<file path="src/rtl/srx_pkg.sv">
package srx_pkg;

    typedef enum logic [2:0] {
        ST_IDLE  = 3'd0,
        ST_START = 3'd1,
        ST_DATA  = 3'd2,
        ST_PAR   = 3'd3,
        ST_STOP  = 3'd4
    } rx_state_e;

    localparam logic [1:0] PMODE_NONE = 2'd0;
    localparam logic [1:0] PMODE_EVEN = 2'd1;
    localparam logic [1:0] PMODE_ODD  = 2'd2;

endpackage

</file>
<file path="src/rtl/srx_sync.sv">
module srx_sync #(
    parameter int STAGES = 2
) (
    input  logic clk,
    input  logic rst_n,
    input  logic d_i,
    output logic q_o
);
    logic [STAGES-1:0] chain_d, chain_q;

    always_comb begin
        chain_d = chain_q;
        chain_d[0] = d_i;
        for (int k = 1; k < STAGES; k++) begin
            chain_d[k] = chain_q[k-1];
        end
    end

    always_ff @(posedge clk or negedge rst_n) begin
        if (!rst_n) chain_q <= '1;
        else        chain_q <= chain_d;
    end

    assign q_o = chain_q[STAGES-1];
endmodule

</file>
<file path="src/rtl/srx_framer.sv">
module srx_framer
    import srx_pkg::*;
#(
    parameter int OSR    = 16,
    parameter int DATA_W = 8
) (
    input  logic              clk,
    input  logic              rst_n,
    input  logic              en_i,
    input  logic              tick_i,
    input  logic              rx_i,
    input  logic              par_en_i,
    output logic              done_o,
    output logic [DATA_W-1:0] data_o,
    output logic              par_bit_o,
    output logic              stop_ok_o
);
    localparam int CNT_W = (OSR > 2) ? $clog2(OSR) : 1;
    localparam int IDX_W = (DATA_W > 2) ? $clog2(DATA_W) : 1;
    localparam logic [CNT_W-1:0] MID_CNT  = CNT_W'(OSR/2 - 1);
    localparam logic [CNT_W-1:0] LAST_CNT = CNT_W'(OSR - 1);
    localparam logic [IDX_W-1:0] LAST_IDX = IDX_W'(DATA_W - 1);

    typedef struct packed {
        rx_state_e         state;
        logic [CNT_W-1:0]  cnt;
        logic [IDX_W-1:0]  idx;
        logic [DATA_W-1:0] shift;
        logic              par;
        logic              stop_ok;
        logic              done;
    } fr_t;

    fr_t fr_d, fr_q;

    always_comb begin
        fr_d      = fr_q;
        fr_d.done = 1'b0;
        if (!en_i) begin
            fr_d.state = ST_IDLE;
            fr_d.cnt   = '0;
        end else if (tick_i) begin
            unique case (fr_q.state)
                ST_IDLE: begin
                    if (!rx_i) begin
                        fr_d.state = ST_START;
                        fr_d.cnt   = '0;
                    end
                end
                ST_START: begin
                    if (fr_q.cnt == MID_CNT) begin
                        fr_d.cnt = '0;
                        if (!rx_i) begin
                            fr_d.state = ST_DATA;
                            fr_d.idx   = '0;
                        end else begin
                            fr_d.state = ST_IDLE;
                        end
                    end else begin
                        fr_d.cnt = fr_q.cnt + 1'b1;
                    end
                end
                ST_DATA: begin
                    if (fr_q.cnt == LAST_CNT) begin
                        fr_d.cnt   = '0;
                        fr_d.shift = {rx_i, fr_q.shift[DATA_W-1:1]};
                        if (fr_q.idx == LAST_IDX) begin
                            fr_d.state = par_en_i ? ST_PAR : ST_STOP;
                        end else begin
                            fr_d.idx = fr_q.idx + 1'b1;
                        end
                    end else begin
                        fr_d.cnt = fr_q.cnt + 1'b1;
                    end
                end
                ST_PAR: begin
                    if (fr_q.cnt == LAST_CNT) begin
                        fr_d.cnt   = '0;
                        fr_d.par   = rx_i;
                        fr_d.state = ST_STOP;
                    end else begin
                        fr_d.cnt = fr_q.cnt + 1'b1;
                    end
                end
                ST_STOP: begin
                    if (fr_q.cnt == LAST_CNT) begin
                        fr_d.cnt     = '0;
                        fr_d.stop_ok = rx_i;
                        fr_d.done    = 1'b1;
                        fr_d.state   = ST_IDLE;
                    end else begin
                        fr_d.cnt = fr_q.cnt + 1'b1;
                    end
                end
                default: begin
                    fr_d.state = ST_IDLE;
                    fr_d.cnt   = '0;
                end
            endcase
        end
    end

    always_ff @(posedge clk or negedge rst_n) begin
        if (!rst_n) fr_q <= '0;
        else        fr_q <= fr_d;
    end

    assign done_o    = fr_q.done;
    assign data_o    = fr_q.shift;
    assign par_bit_o = fr_q.par;
    assign stop_ok_o = fr_q.stop_ok;


    idle_when_off_chk: assert property (@(posedge clk) disable iff (!rst_n)
        !en_i |=> (fr_q.state == ST_IDLE));


    hold_without_tick_chk: assert property (@(posedge clk) disable iff (!rst_n)
        (!tick_i && en_i) |=> ($stable(fr_q.shift) && !fr_q.done));


    glitch_reject_chk: assert property (@(posedge clk) disable iff (!rst_n)
        (en_i && tick_i && fr_q.state == ST_START && fr_q.cnt == MID_CNT && rx_i)
        |=> (fr_q.state == ST_IDLE && !fr_q.done));
endmodule

</file>
<file path="src/rtl/srx_ctrl.sv">
module srx_ctrl
    import srx_pkg::*;
#(
    parameter int DATA_W = 8
) (
    input  logic              clk,
    input  logic              rst_n,
    input  logic              en_wr_i,
    input  logic              en_wdata_i,
    input  logic              ack_wr_i,
    input  logic              clr_wr_i,
    input  logic [1:0]        clr_mask_i,
    input  logic              ie_done_i,
    input  logic              ie_err_i,
    input  logic [1:0]        par_mode_i,
    input  logic              frame_done_i,
    input  logic [DATA_W-1:0] frame_data_i,
    input  logic              frame_par_i,
    input  logic              frame_stop_ok_i,
    output logic              en_o,
    output logic              par_en_o,
    output logic [DATA_W-1:0] buf_o,
    output logic              per_o,
    output logic              oer_o,
    output logic              fer_o,
    output logic              fl_done_o,
    output logic              fl_err_o,
    output logic              irq_done_o,
    output logic              irq_err_o
);
    typedef struct packed {
        logic              en;
        logic              pend;
        logic [DATA_W-1:0] buffer;
        logic              per;
        logic              oer;
        logic              fer;
        logic              fl_done;
        logic              fl_err;
    } ctl_t;

    ctl_t ct_d, ct_q;

    logic disable_wr;
    logic take;
    logic still_pending;
    logic par_on;
    logic par_odd;
    logic par_bad;

    always_comb begin
        par_on        = (par_mode_i == PMODE_EVEN) || (par_mode_i == PMODE_ODD);
        par_odd       = (par_mode_i == PMODE_ODD);
        par_bad       = par_on && ((^{frame_data_i, frame_par_i}) != par_odd);
        disable_wr    = en_wr_i && !en_wdata_i;
        take          = frame_done_i && ct_q.en && !disable_wr;
        still_pending = ct_q.pend && !ack_wr_i;

        ct_d = ct_q;
        if (ack_wr_i) ct_d.pend = 1'b0;
        if (clr_wr_i && clr_mask_i[0]) ct_d.fl_done = 1'b0;
        if (clr_wr_i && clr_mask_i[1]) ct_d.fl_err  = 1'b0;

        if (take) begin
            if (still_pending) begin
                ct_d.oer    = 1'b1;
                ct_d.fl_err = 1'b1;
            end else begin
                ct_d.buffer  = frame_data_i;
                ct_d.pend    = 1'b1;
                ct_d.fl_done = 1'b1;
            end
            if (!frame_stop_ok_i) begin
                ct_d.fer    = 1'b1;
                ct_d.fl_err = 1'b1;
            end
            if (par_bad) begin
                ct_d.per    = 1'b1;
                ct_d.fl_err = 1'b1;
            end
        end

        if (en_wr_i) begin
            ct_d.en = en_wdata_i;
            if (!en_wdata_i) begin
                ct_d.per = 1'b0;
                ct_d.oer = 1'b0;
                ct_d.fer = 1'b0;
            end
        end
    end

    always_ff @(posedge clk or negedge rst_n) begin
        if (!rst_n) ct_q <= '0;
        else        ct_q <= ct_d;
    end

    assign en_o       = ct_q.en;
    assign par_en_o   = par_on;
    assign buf_o      = ct_q.buffer;
    assign per_o      = ct_q.per;
    assign oer_o      = ct_q.oer;
    assign fer_o      = ct_q.fer;
    assign fl_done_o  = ct_q.fl_done;
    assign fl_err_o   = ct_q.fl_err;
    assign irq_done_o = ie_done_i & ct_q.fl_done;
    assign irq_err_o  = ie_err_i & ct_q.fl_err;


    frame_err_chk: assert property (@(posedge clk) disable iff (!rst_n)
        (frame_done_i && ct_q.en && !en_wr_i && !frame_stop_ok_i)
        |=> (ct_q.fer && ct_q.fl_err));


    ovr_keeps_buf_chk: assert property (@(posedge clk) disable iff (!rst_n)
        (frame_done_i && ct_q.en && !en_wr_i && ct_q.pend && !ack_wr_i)
        |=> (ct_q.oer && $stable(ct_q.buffer)));


    ack_then_load_chk: assert property (@(posedge clk) disable iff (!rst_n)
        (frame_done_i && ct_q.en && !en_wr_i && ack_wr_i)
        |=> (ct_q.pend && ct_q.buffer == $past(frame_data_i)));


    dis_clears_chk: assert property (@(posedge clk) disable iff (!rst_n)
        (en_wr_i && !en_wdata_i) |=> (!ct_q.per && !ct_q.oer && !ct_q.fer && !ct_q.en));


    set_wins_chk: assert property (@(posedge clk) disable iff (!rst_n)
        (frame_done_i && ct_q.en && !en_wr_i && (!ct_q.pend || ack_wr_i)
         && clr_wr_i && clr_mask_i[0]) |=> ct_q.fl_done);
endmodule

</file>
<file path="src/rtl/serial_rx_hold.sv">
module serial_rx_hold #(
    parameter int OSR         = 16,
    parameter int DATA_W      = 8,
    parameter int SYNC_STAGES = 2
) (
    input  logic              clk,
    input  logic              rst_n,
    input  logic              tick_i,
    input  logic              rx_i,
    input  logic [1:0]        par_mode_i,
    input  logic              en_wr_i,
    input  logic              en_wdata_i,
    input  logic              ack_wr_i,
    input  logic              clr_wr_i,
    input  logic [1:0]        clr_mask_i,
    input  logic              ie_done_i,
    input  logic              ie_err_i,
    output logic              rx_en_o,
    output logic [DATA_W-1:0] rx_data_o,
    output logic              err_parity_o,
    output logic              err_overrun_o,
    output logic              err_frame_o,
    output logic              flag_done_o,
    output logic              flag_err_o,
    output logic              irq_done_o,
    output logic              irq_err_o
);
    logic              rx_s;
    logic              en_w;
    logic              par_en_w;
    logic              fr_done_w;
    logic [DATA_W-1:0] fr_data_w;
    logic              fr_par_w;
    logic              fr_stop_w;

    generate
        if (SYNC_STAGES > 0) begin : g_sync
            srx_sync #(.STAGES(SYNC_STAGES)) sync_i (
                .clk   (clk),
                .rst_n (rst_n),
                .d_i   (rx_i),
                .q_o   (rx_s)
            );
        end else begin : g_nosync
            assign rx_s = rx_i;
        end
    endgenerate

    srx_framer #(.OSR(OSR), .DATA_W(DATA_W)) framer_i (
        .clk       (clk),
        .rst_n     (rst_n),
        .en_i      (en_w),
        .tick_i    (tick_i),
        .rx_i      (rx_s),
        .par_en_i  (par_en_w),
        .done_o    (fr_done_w),
        .data_o    (fr_data_w),
        .par_bit_o (fr_par_w),
        .stop_ok_o (fr_stop_w)
    );

    srx_ctrl #(.DATA_W(DATA_W)) ctrl_i (
        .clk             (clk),
        .rst_n           (rst_n),
        .en_wr_i         (en_wr_i),
        .en_wdata_i      (en_wdata_i),
        .ack_wr_i        (ack_wr_i),
        .clr_wr_i        (clr_wr_i),
        .clr_mask_i      (clr_mask_i),
        .ie_done_i       (ie_done_i),
        .ie_err_i        (ie_err_i),
        .par_mode_i      (par_mode_i),
        .frame_done_i    (fr_done_w),
        .frame_data_i    (fr_data_w),
        .frame_par_i     (fr_par_w),
        .frame_stop_ok_i (fr_stop_w),
        .en_o            (en_w),
        .par_en_o        (par_en_w),
        .buf_o           (rx_data_o),
        .per_o           (err_parity_o),
        .oer_o           (err_overrun_o),
        .fer_o           (err_frame_o),
        .fl_done_o       (flag_done_o),
        .fl_err_o        (flag_err_o),
        .irq_done_o      (irq_done_o),
        .irq_err_o       (irq_err_o)
    );

    assign rx_en_o = en_w;


    reset_quiet_chk: assert property (@(posedge clk)
        $rose(rst_n) |-> (!rx_en_o && !flag_done_o && !flag_err_o && !irq_done_o && !irq_err_o));


    irq_gated_chk: assert property (@(posedge clk) disable iff (!rst_n)
        (!ie_done_i && !ie_err_i) |-> (!irq_done_o && !irq_err_o));
endmodule

</file>
<file path="config.mk">
export PLATFORM = sky130hd
export DESIGN_NAME = serial_rx_hold
export DESIGN_NICKNAME = d
export VERILOG_FILES = /design/src/rtl/srx_pkg.sv /design/src/rtl/srx_sync.sv /design/src/rtl/srx_framer.sv /design/src/rtl/srx_ctrl.sv /design/src/rtl/serial_rx_hold.sv
export SDC_FILE = /design/constraint.sdc
export NUM_CORES = 1
export LEC_CHECK = 0
export ABC_CLOCK_PERIOD_IN_PS = 2250
export CAP_MARGIN = 15
export CELL_PAD_IN_SITES_DETAIL_PLACEMENT = 1
export CELL_PAD_IN_SITES_GLOBAL_PLACEMENT = 2
export CORE_ASPECT_RATIO = 1.2
export CORE_MARGIN = 2
export CORE_UTILIZATION = 36
export CTS_BUF_LIST = sky130_fd_sc_hd__clkbuf_8
export DETAILED_ROUTE_END_ITERATION = 6
export PLACE_DENSITY_LB_ADDON = 0.1
export SYNTH_ARGS = -nofsm -noshare
export SYNTH_HDL_FRONTEND = slang
export SYNTH_SLANG_ARGS = --single-unit
</file>
<file path="constraint.sdc">
create_clock -name clk -period 2.25 [get_ports clk]
set_input_delay 0.45 -clock clk [delete_from_list [all_inputs] [get_ports clk]]
set_output_delay 0.45 -clock clk [all_outputs]
set_load 0.03 [all_outputs]
</file>
==> insert_results.sql <==
INSERT INTO impl_metrics (metric_group, metric, value, unit) VALUES
('run_status', 'outcome', 'finished clean', ''),
('power', 'p_seq_frac', '0.524', ''),
('timing', 'timing.clock.skew', '5.28', 'ps'),
('power', 'total_power', '1.35', 'mW'),
('worst_hold_path', 'min-delay-path-class', 'primary input to async pin', ''),
('timing', 'post-route-period-util', '0.944', ''),
('clocking', 'cts.hold.buffers_added', '0', ''),
('finish', 'fin_util', '0.449', ''),
('timing', 'timing.fmax', '0.471', 'GHz'),
('critical_path', 'critical_path_class', 'primary input to output pin', ''),
('floorplanning', 'floorplan.die.height', '83.9', 'um'),
('power', 'combPwrFrac', '0.075', ''),
('clocking', 'clock_tree.root_cell', 'sky130_fd_sc_hd__clkbuf_8', ''),
('place', 'placed_cells_incl_taps', '247', ''),
('floorplanning', 'floorplan.die.width', '70.6', 'um'),
('detailed_routing', 'drt-total-wl', '3.78', 'mm'),
('yosys', 'synth.distinct_cells', '44', ''),
('grt', 'grt_max_degree', '39', ''),
('critical_path', 'required', '1800', 'ps'),
('grt', 'overflow', '0', ''),
('detailed_routing', 'antenna_violating_nets_post_route', '0', ''),
('finish', 'multi_input_comb_area', '862', 'um2'),
('finish', 'regArea', '953', 'um2'),
('detailed_routing', 'drt_via_density', '5.16', ''),
('grt', 'first_pass_grt_wire_length', '6.55', 'mm'),
('timing', 'fin_ws', '127', 'ps'),
('critical_path', 'worst_setup_path_start_kind', 'primary input', ''),
('timing', 'fin_crit', '2120', 'ps'),
('timing', 'totalNegativeSetupSlack', '0', 'ps'),
('floorplanning', 'num_io_pins', '30', ''),
('power', 'power.net_switching', '301', 'uW'),
('floorplanning', 'coreArea', '5230', 'um2'),
('finish', 'insertedDiodeCount', '0', ''),
('critical_path', 'timing.critical_path.fanout_max', '1', ''),
('floorplanning', 'initial_core_util', '0.367', ''),
('yosys', 'postSynthRegisterBits', '38', ''),
('clocking', 'clock-sinks', '38', ''),
('timing', 'timing.final.hold_violations', '0', ''),
('grt', 'number_of_global_route_vias_before_repair', '1385', ''),
('flow_run', 'number_of_maximum_capacitance_constraint_violations', '0', ''),
('clocking', 'clkSlewWorstSetupHoldPaths', '70', 'ps'),
('finish', 'area_delta_synth_final', '22.4', '%'),
('detailed_routing', 'detail_route.first_pass.iterations', '3', ''),
('timing', 'finalSetupViolations', '0', ''),
('yosys', 'synth.yosys.warnings', '0', ''),
('yosys', 'synth_async_sr_flop_share', '1.00', ''),
('yosys', 'synth_enable_flop_cells', '0', ''),
('finish', 'final-instance-count-excl-fill', '255', ''),
('critical_path', 'setup.worst_path.end_class', 'output pin', ''),
('yosys', 'synthesis.area_per_instance', '11.6', 'um2'),
('yosys', 'netlist_instances', '165', ''),
('clocking', 'cts_tree', 'done', ''),
('timing', 'timing.slew.headroom', '0.432', ''),
('floorplanning', 'rows', '29', ''),
('detailed_routing', 'routedWlPerCell', '14.8', 'um'),
('grt', 'initial_antenna_violation_count', '0', ''),
('timing', 'maxSlewViolCount', '0', ''),
('floorplanning', 'dieArea', '5930', 'um2'),
('power', 'leakage', '1.09', 'nW'),
('power', 'clock_power_share', '0.401', ''),
('place', 'hpwlAfterDp', '2.84', 'mm'),
('clocking', 'htreeDepth', '2', ''),
('detailed_routing', 'detail_route.drc_violations', '0', ''),
('grt', 'grt.total_usage', '0.140', ''),
('timing', 'worstMarginPinSlew', '852', 'ps'),
('power', 'vdd_ir_drop_max', '248', 'uV'),
('yosys', 'postSynthNetCount', '183', ''),
('detailed_routing', 'via_total_after_detailed_routing', '1316', ''),
('clocking', 'post-cts-setup-buffer-count', '0', ''),
('clocking', 'postCtsResizedCells', '0', ''),
('clocking', 'clk_latency', '290', 'ps');
## layout make-up
cell class,instances,area share
sequential,38,0.406
timing repair buffer,33,0.140
multi-input combinational,110,0.367
inverter,4,0.00640
clock buffer,8,0.0469
tap,62,0.0331
## worst max-delay path: stages
cell	delay, ps
sky130_fd_sc_hd__clkdlybuf4s50_1	440
sky130_fd_sc_hd__and2_1	110
sky130_fd_sc_hd__clkdlybuf4s50_1	670
## logic make-up (layout without fill, tap and decap cells)
logic type / after synthesis / in the layout / synth area share
xor gates and xnor gates: 8 / 8 / 0.0437
adders and majority gates: 4 / 4 / 0.0261
muxes: 24 / 24 / 0.138
AOI/OAI and AO/OA: 23 / 23 / 0.0927
and+or+nand+nor: 51 / 51 / 0.149
DFF: 38 / 38 / 0.497
buffers and inverters: 17 / 45 / 0.0529
## worst paths after layout
kind	from	end	slack, ps	cells past startpoint
worst max-delay path	ie_err_i	irq_err_o	130	3
worst min-delay path	rst_n	ctrl_i.buf_o[5]	260	1
worst max register to register	framer_i.fr_q[14]	framer_i.fr_q[19]	340	6
worst min register to register	g_sync.sync_i.chain_q[0]	g_sync.sync_i.chain_q[1]	360	0
max in group asynchronous	rst_n	framer_i.done_o	1450	1
min in group clk	g_sync.sync_i.chain_q[0]	g_sync.sync_i.chain_q[1]	360	0
## sequential cells by signal (all words and copies together), names as in the netlist, 2 cells and up
| signal | count |
|---|---|
| framer_i.fr_q | 10 |
| ctrl_i.buf_o | 8 |
| g_sync.sync_i.chain_q | 2 |
| framer_i.data_o | 8 |
## per-stage QoR
| stage | hold WS [ps] | instance area [um2] |
|---|---|---|
| floorplan | 154 | 1920 |
| global placement | 348 | 2240 |
| detailed placement | 350 | 2240 |
| CTS | 303 | 2350 |
| global route | 342 | 2350 |
| finish | 259 | 2350 |
## synth_stat cells, types with 2 or more instances
cell | count | area, um2
sky130_fd_sc_hd__xnor2_1 | 6 | 52.6
sky130_fd_sc_hd__buf_4 | 9 | 67.6
sky130_fd_sc_hd__nor2b_1 | 5 | 31.3
sky130_fd_sc_hd__a32o_1 | 2 | 20.0
sky130_fd_sc_hd__inv_1 | 4 | 15.0
sky130_fd_sc_hd__ha_1 | 4 | 50.1
sky130_fd_sc_hd__nand2_1 | 13 | 48.8
sky130_fd_sc_hd__o21ai_0 | 4 | 20.0
sky130_fd_sc_hd__nor3_1 | 5 | 25.0
sky130_fd_sc_hd__mux2_2 | 19 | 214
sky130_fd_sc_hd__nor2_1 | 7 | 26.3
sky130_fd_sc_hd__dfrtp_1 | 36 | 901
sky130_fd_sc_hd__mux2i_1 | 4 | 40.0
sky130_fd_sc_hd__and2_1 | 4 | 25.0
sky130_fd_sc_hd__nand2b_1 | 4 | 25.0
sky130_fd_sc_hd__dfstp_2 | 2 | 52.6
sky130_fd_sc_hd__buf_2 | 3 | 15.0
sky130_fd_sc_hd__and3_1 | 2 | 12.5
sky130_fd_sc_hd__nand3_1 | 2 | 10.0
sky130_fd_sc_hd__a21oi_1 | 5 | 25.0
sky130_fd_sc_hd__a21o_1 | 2 | 15.0
## power by group through the flow
stage	Combinational (mW)	Clock [mW]	Sequential, mW
final	0.102	0.543	0.709
after global routing	0.114	0.592	0.711
after CTS	0.105	0.569	0.709
after detailed placement	0.104	0	0.722
after global placement	0.101	0	0.722
after floorplan	0.0509	0	0.718
## placed cells by master (no fill, tap or decap), types with 3 or more instances in the layout
cell and count:
sky130_fd_sc_hd__mux2i_1 4, sky130_fd_sc_hd__a21oi_1 5, sky130_fd_sc_hd__nor2b_1 5, sky130_fd_sc_hd__nand2_1 13
sky130_fd_sc_hd__dfrtp_1 36, sky130_fd_sc_hd__and2_1 4, sky130_fd_sc_hd__clkbuf_8 8, sky130_fd_sc_hd__nand2b_1 4
sky130_fd_sc_hd__ha_1 4, sky130_fd_sc_hd__buf_4 3, sky130_fd_sc_hd__xnor2_1 6, sky130_fd_sc_hd__nor2_1 7
sky130_fd_sc_hd__inv_1 4, sky130_fd_sc_hd__o21ai_0 4, sky130_fd_sc_hd__nor3_1 5, sky130_fd_sc_hd__clkdlybuf4s50_1 28
sky130_fd_sc_hd__mux2_2 19
## routing by layer
layer,global-route usage,vias to the layer above,wire [um]
met2,0.246,17,1970
met3,0.0374,6,130
li1,-,624,-
met4,0.0463,0,57
met1,0.164,669,1630
met5,0,-,0
No activity file was read; power rests on OpenSTA's default activity.
